`config.mk`:
```
export PLATFORM = sky130hd
export DESIGN_NAME = xchg_seq
export DESIGN_NICKNAME = d
export VERILOG_FILES = /design/src/rtl/xchg_seq.sv
export SDC_FILE = /design/constraint.sdc
export NUM_CORES = 1
export LEC_CHECK = 0
export BUFFER_PORTS_ARGS = -buffer_cell sky130_fd_sc_hd__buf_2
export CAP_MARGIN = 20
export CORE_MARGIN = 4
export CORE_UTILIZATION = 50
export DETAILED_ROUTE_END_ITERATION = 12
export PLACE_DENSITY = 0.87
export SETUP_SLACK_MARGIN = 0.5
export SYNTH_ARGS = -nofsm -noshare
export SYNTH_HDL_FRONTEND = slang
export SYNTH_SLANG_ARGS = --single-unit
```
`constraint.sdc`:
```
create_clock -name clk -period 3.15 [get_ports clk]
set_input_delay 0.1575 -clock clk [delete_from_list [all_inputs] [get_ports clk]]
set_output_delay 0.1575 -clock clk [all_outputs]
set_load 0.005 [all_outputs]
```
`src/rtl/xchg_seq.sv`:
```
module xchg_seq #(
  parameter int DW = 32,
  parameter int AW = 32
) (
  input  logic          clk,
  input  logic          rst_n,
  input  logic          req_valid,
  input  logic [31:0]   req_insn,
  input  logic          req_cond_ok,
  input  logic [AW-1:0] req_addr,
  input  logic [DW-1:0] req_data,
  input  logic          mmu_mode,
  output logic          busy,
  output logic          lock,
  output logic          mem_valid,
  output logic          mem_write,
  output logic [AW-1:0] mem_addr,
  output logic [DW-1:0] mem_wdata,
  input  logic          mem_ready,
  input  logic [DW-1:0] mem_rdata,
  output logic          wb_en,
  output logic [3:0]    wb_idx,
  output logic [DW-1:0] wb_data,
  output logic          done,
  output logic          illegal,
  output logic          align_fault
);
  localparam int SHW = $clog2(DW);

  typedef enum logic [2:0] {S_IDLE, S_READ, S_WRITE, S_WB, S_FAULT} st_t;
  st_t st;

  logic [AW-1:0] addr_q;
  logic [DW-1:0] store_q, old_q;
  logic [3:0]    dst_q;
  logic [1:0]    ofs_q;
  logic          ill_q;

  wire fmt_ok  = (req_insn[27:20] == 8'b0001_0000) && (req_insn[11:4] == 8'b0000_1001);
  wire regs_ok = (req_insn[19:16] != 4'hF) && (req_insn[15:12] != 4'hF) && (req_insn[3:0] != 4'hF);
  wire take    = req_valid && req_cond_ok && (st == S_IDLE);
  wire misal   = req_addr[1:0] != 2'b00;

  logic [SHW-1:0]  rot_amt;
  logic [2*DW-1:0] rot_dbl;
  assign rot_amt = SHW'({ofs_q, 3'b000});
  assign rot_dbl = {mem_rdata, mem_rdata} >> rot_amt;

  always_ff @(posedge clk) begin
    if (!rst_n) begin
      st      <= S_IDLE;
      ill_q   <= 1'b0;
      addr_q  <= '0;
      store_q <= '0;
      old_q   <= '0;
      dst_q   <= '0;
      ofs_q   <= '0;
    end else begin
      ill_q <= take && !(fmt_ok && regs_ok);
      unique case (st)
        S_IDLE:
          if (take && fmt_ok && regs_ok) begin
            if (mmu_mode && misal) st <= S_FAULT;
            else begin
              st      <= S_READ;
              addr_q  <= {req_addr[AW-1:2], 2'b00};
              ofs_q   <= req_addr[1:0];
              store_q <= req_data;
              dst_q   <= req_insn[15:12];
            end
          end
        S_READ:
          if (mem_ready) begin
            old_q <= rot_dbl[DW-1:0];
            st    <= S_WRITE;
          end
        S_WRITE: if (mem_ready) st <= S_WB;
        S_WB:    st <= S_IDLE;
        S_FAULT: st <= S_IDLE;
        default: st <= S_IDLE;
      endcase
    end
  end

  assign busy        = st != S_IDLE;
  assign mem_valid   = (st == S_READ) || (st == S_WRITE);
  assign lock        = mem_valid;
  assign mem_write   = st == S_WRITE;
  assign mem_addr    = addr_q;
  assign mem_wdata   = store_q;
  assign wb_en       = st == S_WB;
  assign done        = st == S_WB;
  assign wb_idx      = dst_q;
  assign wb_data     = old_q;
  assign illegal     = ill_q;
  assign align_fault = st == S_FAULT;


  illegal_idle_chk: assert property (@(posedge clk) disable iff (!rst_n)
    illegal |-> !busy && !mem_valid);

  read_first_chk: assert property (@(posedge clk) disable iff (!rst_n)
    $rose(mem_write) |-> $past(mem_valid && !mem_write && mem_ready));

  aligned_addr_chk: assert property (@(posedge clk) disable iff (!rst_n)
    mem_valid |-> mem_addr[1:0] == 2'b00);

  lock_cover_chk: assert property (@(posedge clk) disable iff (!rst_n)
    mem_valid |-> lock && busy);

  hold_wait_chk: assert property (@(posedge clk) disable iff (!rst_n)
    mem_valid && !mem_ready |=> mem_valid && $stable(mem_write) && $stable(mem_addr) && $stable(mem_wdata));

  wb_pulse_chk: assert property (@(posedge clk) disable iff (!rst_n)
    wb_en |=> !wb_en);

  wb_after_write_chk: assert property (@(posedge clk) disable iff (!rst_n)
    $rose(wb_en) |-> $past(mem_valid && mem_write && mem_ready));

  fault_quiet_chk: assert property (@(posedge clk) disable iff (!rst_n)
    align_fault |-> !mem_valid && !wb_en && !lock);
endmodule

```
==> results_dict.tcl, run 1 <==
set metrics [dict create \
    ys_warn_count 0 \
    ys_types 31 \
    r2r_end "mem_addr[22]" \
    wl_per_cell_um 14.9 \
    hold_viol_final 0 \
    viasPerCell 5.16 \
    nets 856 \
    dp.final_hpwl_um 9670 \
    grt_max_degree 111 \
    postCtsHoldBufs 0 \
    skew_ns 0.0128 \
    placed_cells 844 \
    ys_top_cells_by_area "dfxtp_1 (42%), nand2_1 (15%), mux4_2 (15%)" \
    r2r-start "st[2]" \
    fmax_mhz 477 \
    tns_ns 0 \
    clockBufferDepth 2 \
    p_sw_uw 537 \
    ant_nets 0 \
    gr-total-overflow 0 \
    ios 242 \
    power_leakage_uw 0.00271 \
    grt.total_usage_pct 21.7 \
    antenna_cells 0 \
    rsz0062_at_grt "no" \
    pwr-share-clk_pct 34.7 \
    min_to "mem_addr[24]" \
    synth-seq-area-share_pct 42.1 \
    critPathSlowestCell "or4_1" \
    stdcell_area_um2 6300 \
    multiInputGateArea_um2 2640 \
    drv_slew 0 \
    cp.buffers_inverters 1 \
    period_needed_ns 2.09 \
    p_total_uw 2320 \
    grtUsageMet1_pct 25.3 \
    path_cells "or4_1 > nor4_4 > buf_12 > mux2i_1" \
    min_from "req_addr[24]" \
    place.gp.congestion 0.801 \
    fin_cells 858 \
    cts_tree "built" \
    drv_cap 0 \
    drive_gt1_share_pct 39.9 \
    synth_seq_cells 104 \
    rows 36 \
    fin_crit_sh_pct 66.5 \
    io_buffers 235 \
    drc_errors 0 \
    status "completed" \
    seq_area_um2 2080 \
    clk_pin_slew_worst_paths_ns 0.10 \
    final_cell_mix "buf_2 (234), nand2_1 (201), dfxtp_1 (103), mux2i_1 (69), a21boi_0 (33)" \
    worstPathRequired_ns 3.44 \
    antenna_found_initial 0 \
    cp.arrival_ns 2.38 \
    drtIter0Drc 305 \
    syn_avg_cell_area_um2 9.58 \
    p_per_area_nw_per_um2 368 \
    criticalPathCategory "reg -> reg" \
    final_common_cell "buf_2" \
    cts_setup_buffers 0 \
    setup_viol 0 \
    reg2regPathDepth 4 \
    placed_area_um2 6120 \
    synth.top_cell.area_share_pct 42.1 \
    syn2layout_area_growth_pct 27.5 \
    cts_resized 0 \
    fillers 751 \
    synth_cells 516 \
    top_usage_layer "met2" \
    cp_max_fo 66 \
    cts.sinks 104 \
    endpoint_kind "flop" \
    start_util_pct 51.0 \
    hold_path.class "in -> reg" \
    die_area_um2 11500 \
    syn_area_um2 4940 \
    p_int_uw 1780 \
    synth.largest_area_cell "dfxtp_1" \
    grt.met2_usage_pct 37.6 \
    dr.pass1.iters 5 \
    crit_path_start_kind "flop" \
    clk_latency_ns 0.36 \
    final_util_pct 65.1 \
    vias 4425 \
    die_h_um 107 \
    tightest_slew_ns 0.973 \
    ir_worst_vdd_uv 249 \
    htree_num_levels 3 \
    routed_wl_um 12800 \
    netSwitchingFraction_pct 23.2 \
    rrSetupSlack_ns 1.06 \
    crit_family "simple AND/OR/NAND/NOR gates" \
    first_global_vias 4273 \
    cts_buffers 9 \
    cpPeakStageDelay_ns 0.58 \
    grt_pass1_wl_um 20000 \
    die_w_um 107 \
    ctsRootBufferMaster "clkbuf_8" \
    seq_power_share_pct 56.7 \
    met3_usage_pct 6.36 \
    design.core.area_um2 9680 \
    slew_headroom_pct 35.1 \
    worstHoldPathCells 3 \
    combPwrFrac_pct 8.6 \
]
-- logic make-up after synthesis --
| logic type | Yosys count | synth area share (%) |
|---|---|---|
| AO/OA/AOI/OAI | 37 | 5.54 |
| multiplexers | 101 | 28.6 |
| other | 1 | 0.0759 |
| buffers and inverters | 45 | 4.66 |
| flip-flops | 104 | 42.1 |
| AND/OR/NAND/NOR | 228 | 19.0 |
-- how the worst max path moves through the flow --
stage                start      endpoint  depth (start not counted)
2_1_floorplan        st[0]  mem_addr[15]                          5
4_1_cts              st[2]  mem_wdata[2]                          4
6_report             st[2]  mem_addr[22]                          4
5_1_grt              st[2]  mem_addr[22]                          4
3_5_place_dp   req_insn[5]  mem_wdata[2]                          6
3_3_place_gp   req_insn[5]  mem_wdata[0]                          6
-- per-stage QoR --
step	setup WS, ns	hold WS [ns]
6_report	1.06	0.0301
5_1_grt	0.922	0.00851
4_1_cts	1.04	0.00787
3_5_place_dp	0.962	0.412
3_3_place_gp	1.10	0.404
2_1_floorplan	1.39	0.300
-- worst register-to-register path: stages (launching register included) --
cell,delay [ns]
dfxtp_1,0.41
or4_1,0.58
nor4_4,0.30
buf_12,0.43
mux2i_1,0.32
-- layout make-up --
class	instances	area share (%)
Timing Repair Buffer	239	19.6
Multi-Input combinational cell	368	41.8
Clock inverter	5	0.933
Tap cell	133	2.64
Sequential cell	104	33.1
Clock buffer	9	1.97
-- metal layers --
layer  vias up  wire length, µm
met3        14             1170
met1      2071             4800
met5         -                0
li1       2159                -
met2       181             6630
met4         0              208
-- power groups by stage --
stage                     Clock [µW]  Combinational (µW)  Sequential [µW]
after floorplan                    0                91.8             1350
after global placement             0                 188             1340
after detailed placement           0                 197             1350
after CTS                        832                 198             1310
after global routing             876                 221             1310
final                            804                 198             1310
-- registers in the layout (all words and copies together), names as in the netlist --
register and cells:
illegal 1, mem_addr 30, mem_wdata 32, ofs_q 2, st 3, wb_data 32
wb_idx 4
-- Yosys cell counts (all sizes together) --
cell,n
a21boi,33
a21oi,1
and2,1
and3,1
and3b,1
buf,19
clkbuf,26
conb,1
dfxtp,104
mux2i,69
mux4,32
nand2,201
nand2b,2
nand3,1
nand3b,1
nand4,5
nor2,4
nor2b,1
nor3b,1
nor4,3
nor4b,3
o21a,1
o21ai,1
o41ai,1
or2,1
or3,1
or4,1
No activity file was read; power rests on OpenSTA's default activity.
==> run 2: changes to the inputs <==
ABC_AREA = 1   (was default)
CORE_UTILIZATION = 46   (was 50)
PLACE_DENSITY = 0.82   (was 0.87)
clock period = 2.12 ns   (was 3.15 ns; I/O delays follow)
==> run 2 against run 1 <==
Compared with the run above: design area is 6.7% higher; critical path depth is 5 higher; count of clock-buffer cells in the layout stayed put; synthesized area down 5.3%; maximum frequency up 30%; critical path type unchanged; register-to-register slack worse by 0.54 ns; non-clock buffer count is 60 higher; hold slack worse by 0.014 ns; setup slack worse by 0.54 ns; sequential power up 67%.
==> results_dict.tcl, run 2 <==
set metrics [dict create \
    status "completed" \
    r2r_end "mem_addr[7]" \
    hold_path.class "in -> reg" \
    drc_errors 0 \
    final_common_cell "buf_2" \
    endpoint_kind "flop" \
    ant_nets 0 \
    synth_ff_type "dfxtp_1" \
    grt_pass1_wl_um 23900 \
    start_util_pct 47.6 \
    fillers 810 \
    min_from "req_data[4]" \
    synth_seq_cells 104 \
    antenna_found_initial 1 \
    cp.arrival_ns 1.91 \
    gr-total-overflow 0 \
    fin_crit_sh_pct 75.9 \
    fin_cells 1049 \
    first_global_vias 4988 \
    drv_slew 0 \
    grtUsageMet1_pct 29.8 \
    rrSetupSlack_ns 0.51 \
    layout_setup_ws_ns 0.511 \
    io_buffers 235 \
    clk_latency_ns 0.36 \
    ctsRootBufferMaster "clkbuf_8" \
    synth-seq-area-share_pct 44.5 \
    design.core.area_um2 9820 \
    drtIter0Drc 451 \
    hold_viol_final 0 \
    syn_area_um2 4680 \
    top_usage_layer "met2" \
    synth.largest_area_cell "dfxtp_1" \
    viasPerCell 5.39 \
    grt.met2_usage_pct 42.9 \
    synth_commonest_cells "nand2_1 (188), dfxtp_1 (104), a21oi_1 (70), nand4_1 (70), o21ai_0 (65)" \
    ir_worst_vdd_uv 415 \
    async_flop_share_pct 0 \
    wl_per_cell_um 15.7 \
    final_util_pct 68.5 \
    ys_types 21 \
    reg2regPathDepth 9 \
    skew_ns 0.0160 \
    synth_edf_count 0 \
    cp_max_fo 13 \
    period_needed_ns 1.61 \
    routed_wl_um 16500 \
    drv_cap 0 \
    p_per_area_nw_per_um2 714 \
    synth.top_cell.area_share_pct 44.5 \
    place.gp.congestion 0.819 \
    whs_ns 0.0156 \
    crit_path_start_kind "flop" \
    cts_buffers 9 \
    placed_cells 984 \
    drive_gt1_share_pct 32.6 \
    die_w_um 109 \
    grt_max_degree 65 \
    grt.total_usage_pct 24.9 \
    die_area_um2 11800 \
    clk_pin_slew_worst_paths_ns 0.12 \
    ios 242 \
    criticalPathCategory "reg -> reg" \
    rsz0062_at_grt "yes" \
    synth_cells 661 \
    vias 5657 \
    die_h_um 109 \
    clockBufferDepth 2 \
    r2r-start "st[0]" \
    ys_top_cells_by_area "dfxtp_1 (45%), nand2_1 (15%), nand4_1 (9.4%)" \
    pre_cts_ws_ns 0.421 \
    rows 36 \
    cts.sinks 104 \
    htree_num_levels 3 \
    dr.pass1.iters 5 \
    cts_tree "built" \
    fmax_mhz 621 \
    syn2layout_area_growth_pct 43.8 \
    ys_warn_count 0 \
    syn_avg_cell_area_um2 7.08 \
    dp.final_hpwl_um 10300 \
    worstHoldPathCells 3 \
    setup_viol 0 \
    tns_ns 0 \
    power_leakage_uw 0.00318 \
    worstPathRequired_ns 2.42 \
    synth_most_common_cell "nand2_1" \
    nets 1044 \
    met3_usage_pct 7.87 \
    final_cell_mix "buf_2 (235), nand2_1 (188), dfxtp_1 (101), nand4_1 (70), a21oi_1 (66)" \
    min_to "mem_wdata[4]" \
]
## run 2: cell count changes after synthesis, sizes merged, moves of 10 or more
| cell | previous run | this run |
|---|---|---|
| nand2 | 201 | 188 |
| nor2 | 4 | 14 |
| mux2i | 69 | 0 |
| inv | 0 | 44 |
| a21boi | 33 | 0 |
| clkbuf | 26 | 44 |
| a31oi | 0 | 32 |
| mux4 | 32 | 0 |
| o21ai | 1 | 65 |
| a21oi | 1 | 70 |
| nand4 | 5 | 70 |
## run 2: cell families after synthesis
logic type / Yosys count / synth area share [%]
other cells: 1 / 0.0802
simple gates: 280 / 26.9
buf+inv: 107 / 9.44
flops: 104 / 44.5
compound gates: 169 / 19.0
## run 2: worst max-delay path by stage
| stage | from | end | slack (ns) |
|---|---|---|---|
| 2_1_floorplan | st[0] | ofs_q[0] | 0.62 |
| 3_3_place_gp | st[0] | mem_wdata[6] | 0.47 |
| 3_5_place_dp | st[0] | mem_wdata[18] | 0.42 |
| 4_1_cts | st[1] | mem_wdata[18] | 0.48 |
| 5_1_grt | st[0] | wb_idx[3] | 0.44 |
| 6_report | st[0] | mem_addr[7] | 0.51 |
## run 2: worst max-delay path: stages (launching register included)
cell and delay (ns):
dfxtp_4 0.38, inv_4 0.06, nand3_4 0.09, nor2_4 0.13, inv_2 0.06, nor3_4 0.22
buf_6 0.18, clkbuf_16 0.18, nand4_1 0.10, a21oi_1 0.15
## run 2: power by group
part	internal (µW)	switching [µW]	total, µW
sequential	2110	85.2	2190
combinational	574	839	1410
clock	454	744	1200
total	3140	1670	4800
## run 2: area by class of cell
class	instances	area [µm²]	share of cell area, %
clock inverter	7	61.3	0.911
antenna	1	2.50	0.0372
sequential	104	2090	31.0
multi-input combinational	451	2200	32.8
timing repair buffer	299	1910	28.3
tap	133	166	2.47
inverter	45	174	2.59
clock buffer	9	124	1.84
## run 2: metal layers
layer	vias up	share of wire, %
li1	2749	-
met1	2586	38
met2	286	49
met3	36	11
met4	0	2.1
met5	-	0
## run 2: repair_timing
action,4_1_cts,5_1_grt
setup buffers,3,5
hold buffers,33,2
pin swaps,1,6
cloned,1,4
endpoints found under the setup margin,49,63
gates resized for setup,3,17
hold endpoints to repair,33,2
## run 2: metrics by stage
step	power (µW)	instance area, µm²
finish	4800	6730
detailed placement	3440	5940
floorplan	2930	4680
CTS	4720	6520
global route	5050	6730
global placement	3440	5940
